===== src/rtl/fkey_pkg.sv =====
package fkey_pkg;

  typedef enum logic [1:0] {
    CMD_READ    = 2'd0,
    CMD_PROGRAM = 2'd1,
    CMD_ERASE   = 2'd2,
    CMD_COMPACT = 2'd3
  } cmd_kind_e;

  // A command kind that can alter the array contents
  function automatic logic is_destructive(input logic [1:0] kind);
    return kind != CMD_READ;
  endfunction

endpackage


===== src/rtl/fkey_cmp.sv =====
module fkey_cmp #(
  parameter int NKEYS = 4,
  parameter int KEY_W = 32
) (
  input  logic [KEY_W-1:0]       wr_data,
  input  logic [NKEYS*KEY_W-1:0] ref_keys,
  output logic [NKEYS-1:0]       hit_vec
);

  function automatic logic [KEY_W-1:0] key_at(
    input logic [NKEYS*KEY_W-1:0] flat,
    input int                     pos
  );
    return flat[pos*KEY_W +: KEY_W];
  endfunction

  for (genvar g = 0; g < NKEYS; g++) begin : g_cmp
    assign hit_vec[g] = (wr_data == key_at(ref_keys, g));
  end

endmodule


===== src/rtl/fkey_seq.sv =====
module fkey_seq #(
  parameter int NKEYS = 4,
  parameter int IDX_W = 2
) (
  input  logic             clk,
  input  logic             rst_n,
  input  logic             key_wr,
  input  logic             lock_wr,
  input  logic [NKEYS-1:0] hit_vec,
  output logic [IDX_W-1:0] idx,
  output logic             unlocked,
  output logic             key_hit,
  output logic             key_miss,
  output logic             last_hit
);

  localparam logic [IDX_W-1:0] LAST = IDX_W'(NKEYS - 1);

  function automatic logic [IDX_W-1:0] step_idx(
    input logic [IDX_W-1:0] cur,
    input logic             hit,
    input logic             last
  );
    if (!hit || last) return '0;
    return cur + 1'b1;
  endfunction

  logic sel_hit;

  always_comb begin
    sel_hit  = hit_vec[idx];
    key_hit  = key_wr && !unlocked && sel_hit;
    key_miss = key_wr && !unlocked && !sel_hit;
    last_hit = key_hit && (idx == LAST);
  end

  always_ff @(posedge clk or negedge rst_n) begin
    if (!rst_n) begin
      idx      <= '0;
      unlocked <= 1'b0;
    end else if (lock_wr) begin
      idx      <= '0;
      unlocked <= 1'b0;
    end else if (key_hit || key_miss) begin
      idx <= step_idx(idx, key_hit, last_hit);
      if (last_hit) unlocked <= 1'b1;
    end
  end

endmodule


===== src/rtl/fkey_gate.sv =====
module fkey_gate
  import fkey_pkg::*;
(
  input  logic       clk,
  input  logic       rst_n,
  input  logic       unlocked,
  input  logic       cmd_req,
  input  logic [1:0] cmd_type,
  output logic       cmd_grant,
  output logic       cmd_reject,
  output logic       violation
);

  logic blocked;

  always_comb begin
    blocked    = is_destructive(cmd_type) && !unlocked;
    cmd_grant  = cmd_req && !blocked;
    cmd_reject = cmd_req && blocked;
  end

  always_ff @(posedge clk or negedge rst_n) begin
    if (!rst_n)          violation <= 1'b0;
    else if (cmd_reject) violation <= 1'b1;
  end

endmodule


===== src/rtl/fkey_guard.sv =====
module fkey_guard #(
  parameter int          NKEYS     = 4,
  parameter int          KEY_W     = 32,
  parameter int          ADDR_W    = 4,
  parameter int unsigned KEY_ADDR  = 0,
  parameter int unsigned LOCK_ADDR = 1,
  localparam int         IDX_W     = (NKEYS > 1) ? $clog2(NKEYS) : 1
) (
  input  logic                   clk,
  input  logic                   rst_n,
  input  logic                   reg_wr_en,
  input  logic [ADDR_W-1:0]      reg_wr_addr,
  input  logic [KEY_W-1:0]       reg_wr_data,
  input  logic [NKEYS*KEY_W-1:0] ref_keys,
  input  logic                   cmd_req,
  input  logic [1:0]             cmd_type,
  output logic                   cmd_grant,
  output logic                   cmd_reject,
  output logic                   unlocked,
  output logic                   violation,
  output logic [IDX_W-1:0]       key_index
);

  logic             key_wr;
  logic             lock_wr;
  logic [NKEYS-1:0] hit_vec;
  logic             key_hit;
  logic             key_miss;
  logic             last_hit;

  assign key_wr  = reg_wr_en && (reg_wr_addr == ADDR_W'(KEY_ADDR));
  assign lock_wr = reg_wr_en && (reg_wr_addr == ADDR_W'(LOCK_ADDR));

  fkey_cmp #(.NKEYS(NKEYS), .KEY_W(KEY_W)) u_cmp (
    .wr_data  (reg_wr_data),
    .ref_keys (ref_keys),
    .hit_vec  (hit_vec)
  );

  fkey_seq #(.NKEYS(NKEYS), .IDX_W(IDX_W)) u_seq (
    .clk      (clk),
    .rst_n    (rst_n),
    .key_wr   (key_wr),
    .lock_wr  (lock_wr),
    .hit_vec  (hit_vec),
    .idx      (key_index),
    .unlocked (unlocked),
    .key_hit  (key_hit),
    .key_miss (key_miss),
    .last_hit (last_hit)
  );

  fkey_gate u_gate (
    .clk        (clk),
    .rst_n      (rst_n),
    .unlocked   (unlocked),
    .cmd_req    (cmd_req),
    .cmd_type   (cmd_type),
    .cmd_grant  (cmd_grant),
    .cmd_reject (cmd_reject),
    .violation  (violation)
  );

endmodule


===== config.mk =====
export PLATFORM = sky130hd
export DESIGN_NAME = fkey_guard
export DESIGN_NICKNAME = d
export VERILOG_FILES = /design/src/rtl/fkey_pkg.sv /design/src/rtl/fkey_cmp.sv /design/src/rtl/fkey_seq.sv /design/src/rtl/fkey_gate.sv /design/src/rtl/fkey_guard.sv
export SDC_FILE = /design/constraint.sdc
export NUM_CORES = 1
export LEC_CHECK = 0
export BUFFER_PORTS_ARGS = -buffer_cell sky130_fd_sc_hd__buf_4
export CAP_MARGIN = 20
export CORE_MARGIN = 4
export CORE_UTILIZATION = 36
export DETAILED_ROUTE_END_ITERATION = 16
export PLACE_DENSITY = 0.91
export RECOVER_POWER = 50
export SLEW_MARGIN = 20
export SYNTH_ARGS = -nofsm -noshare
export SYNTH_HDL_FRONTEND = slang
export SYNTH_HIERARCHICAL = 1
export SYNTH_SLANG_ARGS = --single-unit
export TNS_END_PERCENT = 20

===== constraint.sdc =====
create_clock -name clk -period 1.6 [get_ports clk]
set_input_delay 0.32 -clock clk [delete_from_list [all_inputs] [get_ports clk]]
set_output_delay 0.32 -clock clk [all_outputs]
set_load 0.005 [all_outputs]

Word-level counts from Yosys, hierarchy flattened

Index checks and enable logic that the tools add are counted.

Flip-flop bits (word level): 4
Input bits: 170

Add/subtract/negate cells: 1
Equal/unequal tests: 6
Magnitude comparators: 1
Reductions and logical operators: 20
Muxes and demuxes: 12

Operators by type and width:

| cell                                                | number |
|---|---|
| == test 32 bit                                      | 4 |
| logical AND 1 bit                                   | 9 |
| two-way mux 2 bit                                   | 4 |
| two-way mux 1 bit                                   | 7 |
| nonzero test 2 bit                                  | 3 |
| == test 4 x 1 -> 1 bit (second input constant)      | 1 |
| logical NOT 1 bit                                   | 4 |
| logical NOT 4 bit                                   | 1 |
| < comparator 2 x 3 -> 1 bit (second input constant) | 1 |
| adder 2 x 1 -> 2 bit (second input constant)        | 1 |
| binary-select mux 1 bit (select 2 bit)              | 1 |
| == test 2 bit (second input constant)               | 1 |
| logical OR 1 bit                                    | 2 |
| AND reduction 2 bit                                 | 1 |

Depth between registers and ports, before layout

Gate-level depths: netlist of the first run.

Depth after elaboration: 12
Gate-level depth with buffers: 7
Mapped depth without buffers: 7

By module

The synthesis of the first run kept the hierarchy.

By module, submodules not included:

| module     | cells an instance | instances | area each (µm²) | sequential area each (µm²) |
|---|---|---|---|---|
| fkey_cmp   | 172               | 1         | 1386.3          | 0.0 |
| fkey_seq   | 19                | 1         | 202.7           | 75.1 |
| fkey_gate  | 6                 | 1         | 63.8            | 25.0 |
| fkey_guard | 3                 | 1         | 50.0            | 0.0 |

Worst setup path after synthesis of the first run

No wires, ideal clock.

Kind: input -> register
Start: in reg_wr_data[31]
End: reg u_seq.idx[0]
Data arrival time: 1.517 ns
Cell stages on the path: 7
Library setup time: 0.077 ns
Required time: 1.523 ns
Path buffers: 0
Setup slack: 0.005 ns
Path through: xor2_1 > nor4_1 > nand4_1 > nor2_1 > mux2i_1 > or4_1 > a21oi_1

Cells in the longest elaborated chain, start to end: 12
Elaborated cells between the ends (all ways): 20
Classes of those cells: eq/ne (4); mux (8); reduce/logical (8)

RTL lines:

| item                                                          | RTL line                       | text |
|---|---|---|
| start, declared                                               | fkey_guard.sv:13               | `input logic [KEY_W-1:0] reg_wr_data,` |
| == test 32 bit *                                              | fkey_cmp.sv:18                 | `assign hit_vec[g] = (wr_data == key_at(ref_keys, g));` |
| named net hit_vec[2]                                          | fkey_guard.sv:26               | `logic [NKEYS-1:0] hit_vec;` |
| binary-select mux 1 bit (select 2 bit) *                      | fkey_seq.sv:31                 | `sel_hit = hit_vec[idx];` |
| two-way mux 1 bit (implied by the code) *                     | fkey_seq.sv:31                 |  |
| logical AND 1 bit                                             | fkey_seq.sv:32                 | `key_hit = key_wr && !unlocked && sel_hit;` |
| logical NOT 1 bit / logical AND 1 bit (equally long branches) | fkey_seq.sv:24, fkey_seq.sv:34 |  |
| logical OR 1 bit                                              | fkey_seq.sv:24                 | `if (!hit \|\| last) return '0;` |
| two-way mux 1 bit                                             | fkey_seq.sv:24                 |  |
| two-way mux 1 bit                                             | fkey_seq.sv:44                 | `end else if (key_hit \|\| key_miss) begin` |
| two-way mux 1 bit                                             | fkey_seq.sv:41                 | `end else if (lock_wr) begin` |
| two-way mux 2 bit                                             | fkey_seq.sv:25                 | `return cur + 1'b1;` |
| two-way mux 2 bit                                             | fkey_seq.sv:44                 |  |
| two-way mux 2 bit                                             | fkey_seq.sv:41                 |  |
| end signal, assigned                                          | fkey_seq.sv:45                 | `idx <= step_idx(idx, key_hit, last_hit);` |
| end, declared                                                 | fkey_seq.sv:10                 | `output logic [IDX_W-1:0] idx,` |

Mark *: on every way through the listed nets, which the timed path passes. The rest lies on a longest branch. The select of a mux whose other input is x is not followed.
A chain may end at the register's enable or synchronous reset.

Worst setup path in the final report of the first run

Start: in reg_wr_data[2]
End: reg u_seq.idx[1]

The elaborated chain is that of the path after synthesis.

==> results_dict.tcl, run 1 <==
set metrics [dict create \
    drc_errors 0 \
    slowest_delay_ns 0.35 \
    path_cells "buf_4, buf_4, xor2_1, nor4_2, buf_4, nand4_1, nor2_1, mux4_2, nand4b_1, a21oi_2" \
    port_buffers 175 \
    cp-end-kind "flip-flop" \
    dr.pass1.iters 4 \
    final_common_cell "buf_4" \
    slew_viol_final 0 \
    grt_busiest_layer "met2" \
    cts_sinks 4 \
    path_max_fanout 3 \
    ios 176 \
    cp-start-kind "input pin" \
    comb_power_share 0.717 \
    hp-class "input pin to flip-flop" \
    clock_tree.buffer_depth 2 \
    fmaxAchievable_mhz 561.8 \
    dr.first_iter.drc_count 56 \
    power_leakage_nw 1.716 \
    rsz0062_at_grt "true" \
    syn_nets 368 \
    finalNonFillerCells 461 \
    grt_use_total 0.2462 \
    numCtsBuffers 3 \
    antenna_left 0 \
    max_cap_violations 0 \
    p_sw_frac 0.3390 \
    grt_pass1_wl_mm 11.85 \
    postSynthCellCount 197 \
    num_vias 2303 \
    finalSetupViolCount 3 \
    path_class "input pin to flip-flop" \
    slowest_stage "nor4_2" \
    postCtsSetupBuffers 0 \
    final_cell_mix "buf_4, xor2_1, nor4_1" \
    critPathArrivalTime_ns 1.93 \
    pre_cts_slack_ns -0.4916 \
    finalWorstSetupSlack_ns -0.1799 \
    h-tree-depth 1 \
    path_clk_slew_ns 0.03 \
    dp_hpwl_mm 6.628 \
    final_net_count 582 \
    fill_cells 320 \
    gp_congestion 0.8591 \
    die_x_um 76.40 \
    use_met3 0.06028 \
    antenna_found_initial 0 \
    fin_setup_tns_ns -0.4750 \
    grt_pass1_vias 2603 \
    placement_rows 24 \
    avgSynthCellArea_sq_um 8.549 \
    syn-cell-area_sq_mm 0.001684 \
    met2_usage 0.4982 \
    min_period_ns 1.780 \
    power_switching_mw 0.3793 \
    grt_start_max_net_pins 6 \
    initial_core_util 0.3789 \
    intPower_mw 0.7395 \
    cts_tree "yes" \
    placement.cell_area_sq_mm 0.003311 \
    layout_worst_path_cycle_share 1.112 \
    seq_power_share 0.091 \
    finalInstanceArea_sq_mm 0.003443 \
    routed_wirelength_mm 7.616 \
    core_sq_mm 0.004444 \
    cts-root-buf "clkbuf_8" \
    fin_worst_skew_ns 0.001950 \
    die_h_um 76.40 \
    clock_power_share 0.191 \
    crit_path_frequent_cell "buf_4" \
    grt_util_met1 0.2472 \
    outcome "finished with violations" \
    worstPathRequired_ns 1.75 \
    vias_per_cell 4.996 \
    yosysWarningCount 6 \
    drive_gt1_frac 0.5599 \
    routedWlPerCell_um 16.52 \
    diodes 0 \
    slew_headroom 0.7781 \
    clkLatencyLatePin_ns 0.22 \
    hold_violations 0 \
    vdd_drop_max_mv 0.1790 \
    violations "setup timing" \
    hold_slack_ns 0.3850 \
    dp_cells 457 \
    tightest_slew_ns 0.3298 \
    overflow 0 \
    area_growth_pct 104.5 \
    p_per_area_mw_per_mm2 324.9 \
    dieArea_sq_mm 0.005836 \
]
[power groups by stage]
stage	logic [mW]	registers [mW]	clock network [mW]
final	0.803	0.102	0.214
after detailed placement	0.765	0.103	0
after floorplan	0.239	0.103	0
after global routing	0.868	0.102	0.232
after global placement	0.738	0.103	0
after CTS	0.797	0.102	0.219
[metal layers]
layer / up-vias / part of all wire
li1: 1113 / -
met1: 1058 / 0.34
met2: 120 / 0.57
met3: 12 / 0.081
met4: 0 / 0.014
met5: - / 0
[through the flow]
| stage | power, mW | util |
|---|---|---|
| after global routing | 1.202 | 0.7748 |
| after global placement | 0.8414 | 0.7449 |
| after CTS | 1.118 | 0.7728 |
| after floorplan | 0.3418 | - |
| final | 1.119 | 0.7748 |
| after detailed placement | 0.8679 | 0.7449 |
[worst paths after layout]
check,startpoint,end,slack [ns],cells past startpoint
setup / recovery,reg_wr_data[2],u_seq/idx[1]$_DFFE_PN0P_,-0.18,10
hold / removal,reg_wr_addr[3],u_seq/idx[1]$_DFFE_PN0P_,0.39,3
setup reg to reg,u_seq/idx[0]$_DFFE_PN0P_,u_seq/idx[0]$_DFFE_PN0P_,0.22,3
hold reg to reg,u_gate/violation$_DFFE_PN0P_,u_gate/violation$_DFFE_PN0P_,0.48,1
max in group asynchronous,rst_n,u_seq/idx[0]$_DFFE_PN0P_,0.93,2
min in group asynchronous,rst_n,u_gate/violation$_DFFE_PN0P_,0.48,2
[cell type report]
type / count / area, sq um / share of cell area
tap: 52 / 65.06 / 0.01890
multi-input combinational: 193 / 1665 / 0.4836
timing repair buffer: 209 / 1572 / 0.4564
clock buffer: 3 / 41.29 / 0.01199
sequential: 4 / 100.1 / 0.02907
[worst max-delay path: cells and delay by family]
kind / cells / cell delay (ns)
buf+inv: 3 / 0.42
xor+xnor: 1 / 0.17
mux: 1 / 0.25
compound gates: 1 / 0.12
simple gates: 4 / 0.63
[state kept, by name (all words and copies together) (netlist names)]
name	flops
u_gate/violation	1
u_seq/idx	2
u_seq/unlocked	1
[repair_timing]
action / CTS / global route
cloned: 0 / 0
setup endpoints to repair: 3 / 3
gates resized for setup: 12 / 3
endpoints found under the hold margin: 4 / 0
hold buffers: 1 / 0
pin swaps: 6 / 1
Note: power is estimated with default switching activity, not from simulation.
==> run 2, diff against run 1 <==
- CORE_UTILIZATION: 36 -> 39
- PLACE_DENSITY: 0.91 -> 0.95
- clock period: 1.6 -> 2.1 ns (I/O delays scaled with it)
==> run 2 against run 1 <==
Global-route usage grew 0.54 points; largest power group unchanged; critical path depth fell by 1; the run now ends clean; first-iteration DRC count shrank 23%.
==> results_dict.tcl, run 2 (synthesis gave the netlist of run 1 again) <==
set metrics [dict create \
    rsz0062_at_grt "false" \
    max_cap_violations 0 \
    power_leakage_nw 1.578 \
    largest_reg_flops 2 \
    port_buffers 175 \
    grt_start_max_net_pins 7 \
    antenna_left 0 \
    routed_wirelength_mm 7.155 \
    final_net_count 555 \
    dr.first_iter.drc_count 43 \
    drc_errors 0 \
    initial_core_util 0.4121 \
    cp-start-kind "input pin" \
    cts_sinks 4 \
    layout_worst_path_cycle_share 0.9344 \
    postCtsSetupBuffers 0 \
    numCtsBuffers 3 \
    slowest_stage "or4_1" \
    min_period_ns 1.962 \
    critPathArrivalTime_ns 2.09 \
    power_switching_mw 0.2581 \
    vias_per_cell 5.012 \
    h-tree-depth 1 \
    gp_congestion 0.7914 \
    p_per_area_mw_per_mm2 248.8 \
    placement.cell_area_sq_mm 0.003105 \
    die_h_um 73.72 \
    cts-root-buf "clkbuf_8" \
    final_util 0.7713 \
    worstPathRequired_ns 2.23 \
    hold_violations 0 \
    ios 176 \
    routedWlPerCell_um 16.56 \
    crit_family "simple AND/OR/NAND/NOR gates" \
    grt_pass1_vias 2368 \
    outcome "completed" \
    reg_top3 "u_seq/idx (2), u_gate/violation (1), u_seq/unlocked (1)" \
    comb_power_share 0.702 \
    cts_tree "yes" \
    finalSetupViolCount 0 \
    area_growth_pct 87.15 \
    crit_path_frequent_cell "buf_4" \
    path_class "input pin to flip-flop" \
    clock_power_share 0.199 \
    dr.pass1.iters 4 \
    vdd_drop_max_mv 0.1436 \
    antenna_found_initial 0 \
    seq_power_share 0.099 \
    hold_slack_ns 0.4862 \
    placement_rows 23 \
    grt_pass1_wl_mm 10.60 \
    fin_worst_skew_ns 0.001217 \
    fmaxAchievable_mhz 509.6 \
    die_x_um 73.72 \
    dp_hpwl_mm 6.529 \
    finalInstanceArea_sq_mm 0.003152 \
    final_common_cell "buf_4" \
    tightest_slew_ns 0.4804 \
    total_power_mw 0.7841 \
    final_cell_mix "buf_4, xor2_1, nor4_1" \
    num_vias 2165 \
    intPower_mw 0.5260 \
    largest-register "u_seq/idx" \
    core_sq_mm 0.004086 \
    fill_cells 316 \
    path_buf_inv 2 \
    hp-class "flip-flop to flip-flop" \
    clkLatencyLatePin_ns 0.21 \
    p_sw_frac 0.3292 \
    path_cells "buf_4, xor2_1, nor4_1, buf_4, nand4_1, nor2_1, mux2i_1, or4_1, a21oi_1" \
    diodes 0 \
    slew_headroom 0.6768 \
    cp-end-kind "flip-flop" \
    pre_cts_slack_ns -0.1055 \
    slew_viol_final 0 \
    slowest_delay_ns 0.39 \
    overflow 0 \
    drive_gt1_frac 0.4974 \
    path_max_fanout 4 \
    path_clk_slew_ns 0.03 \
    finalWorstSetupSlack_ns 0.1377 \
    dieArea_sq_mm 0.005434 \
    clock_tree.buffer_depth 2 \
    grt_use_total 0.2516 \
]
run 2: cell types whose count changed in the layout (fill, tap and decap cells not counted), sizes merged:
cell and delta:
buf -27
run 2: worst register-to-register path, cell delays in order, from the launching register on:
cell and delay, ns:
dfrtp_1 0.43, ha_1 0.25, or4_1 0.50, a21oi_1 0.14
run 2: worst paths after layout:
check / start / endpoint / slack, ns / cells after the start
setup / recovery: reg_wr_data[31] / u_seq/idx[0]$_DFFE_PN0P_ / 0.14 / 9
max in group asynchronous: rst_n / u_seq/idx[0]$_DFFE_PN0P_ / 1.32 / 2
hold / removal: u_gate/violation$_DFFE_PN0P_ / u_gate/violation$_DFFE_PN0P_ / 0.49 / 1
min in group asynchronous: rst_n / u_gate/violation$_DFFE_PN0P_ / 0.60 / 2
setup reg to reg: u_seq/idx[0]$_DFFE_PN0P_ / u_seq/idx[0]$_DFFE_PN0P_ / 0.71 / 3
hold reg to reg: u_gate/violation$_DFFE_PN0P_ / u_gate/violation$_DFFE_PN0P_ / 0.49 / 1
run 2: per-layer routing:
layer | vias to the layer above | wire length (um) | GRT usage
li1 | 1063 | - | -
met1 | 973 | 2223 | 0.2350
met2 | 115 | 4110 | 0.5354
met3 | 14 | 658 | 0.04241
met4 | 0 | 162 | 0.07042
met5 | - | 0 | 0
run 2: repair_timing:
action	4_1_cts	5_1_grt
endpoints found under the hold margin	4	0
hold buffers	1	0
setup endpoints to repair	0	1
resized for setup	0	1
run 2: final cells by class:
class / instances / area, sq um / area share
sequential: 4 / 100.1 / 0.03176
timing repair buffer: 182 / 1365 / 0.4331
clock buffer: 3 / 41.29 / 0.01310
tap: 50 / 62.56 / 0.01985
multi-input combinational: 193 / 1583 / 0.5022
run 2: power by group through the flow:
| stage | logic, mW | registers, mW | clock network (mW) |
|---|---|---|---|
| floorplan | 0.182 | 0.0785 | 0 |
| global placement | 0.527 | 0.0785 | 0 |
| detailed placement | 0.547 | 0.0785 | 0 |
| CTS | 0.551 | 0.0776 | 0.159 |
| global route | 0.594 | 0.0776 | 0.168 |
| finish | 0.550 | 0.0776 | 0.156 |
run 2: per-stage QoR:
stage | std cells | setup TNS (ns)
final | 432 | 0
after global routing | 432 | 0
after CTS | 432 | 0
after detailed placement | 428 | -0.1442
after global placement | 428 | -0.09628
after floorplan | 197 | 0
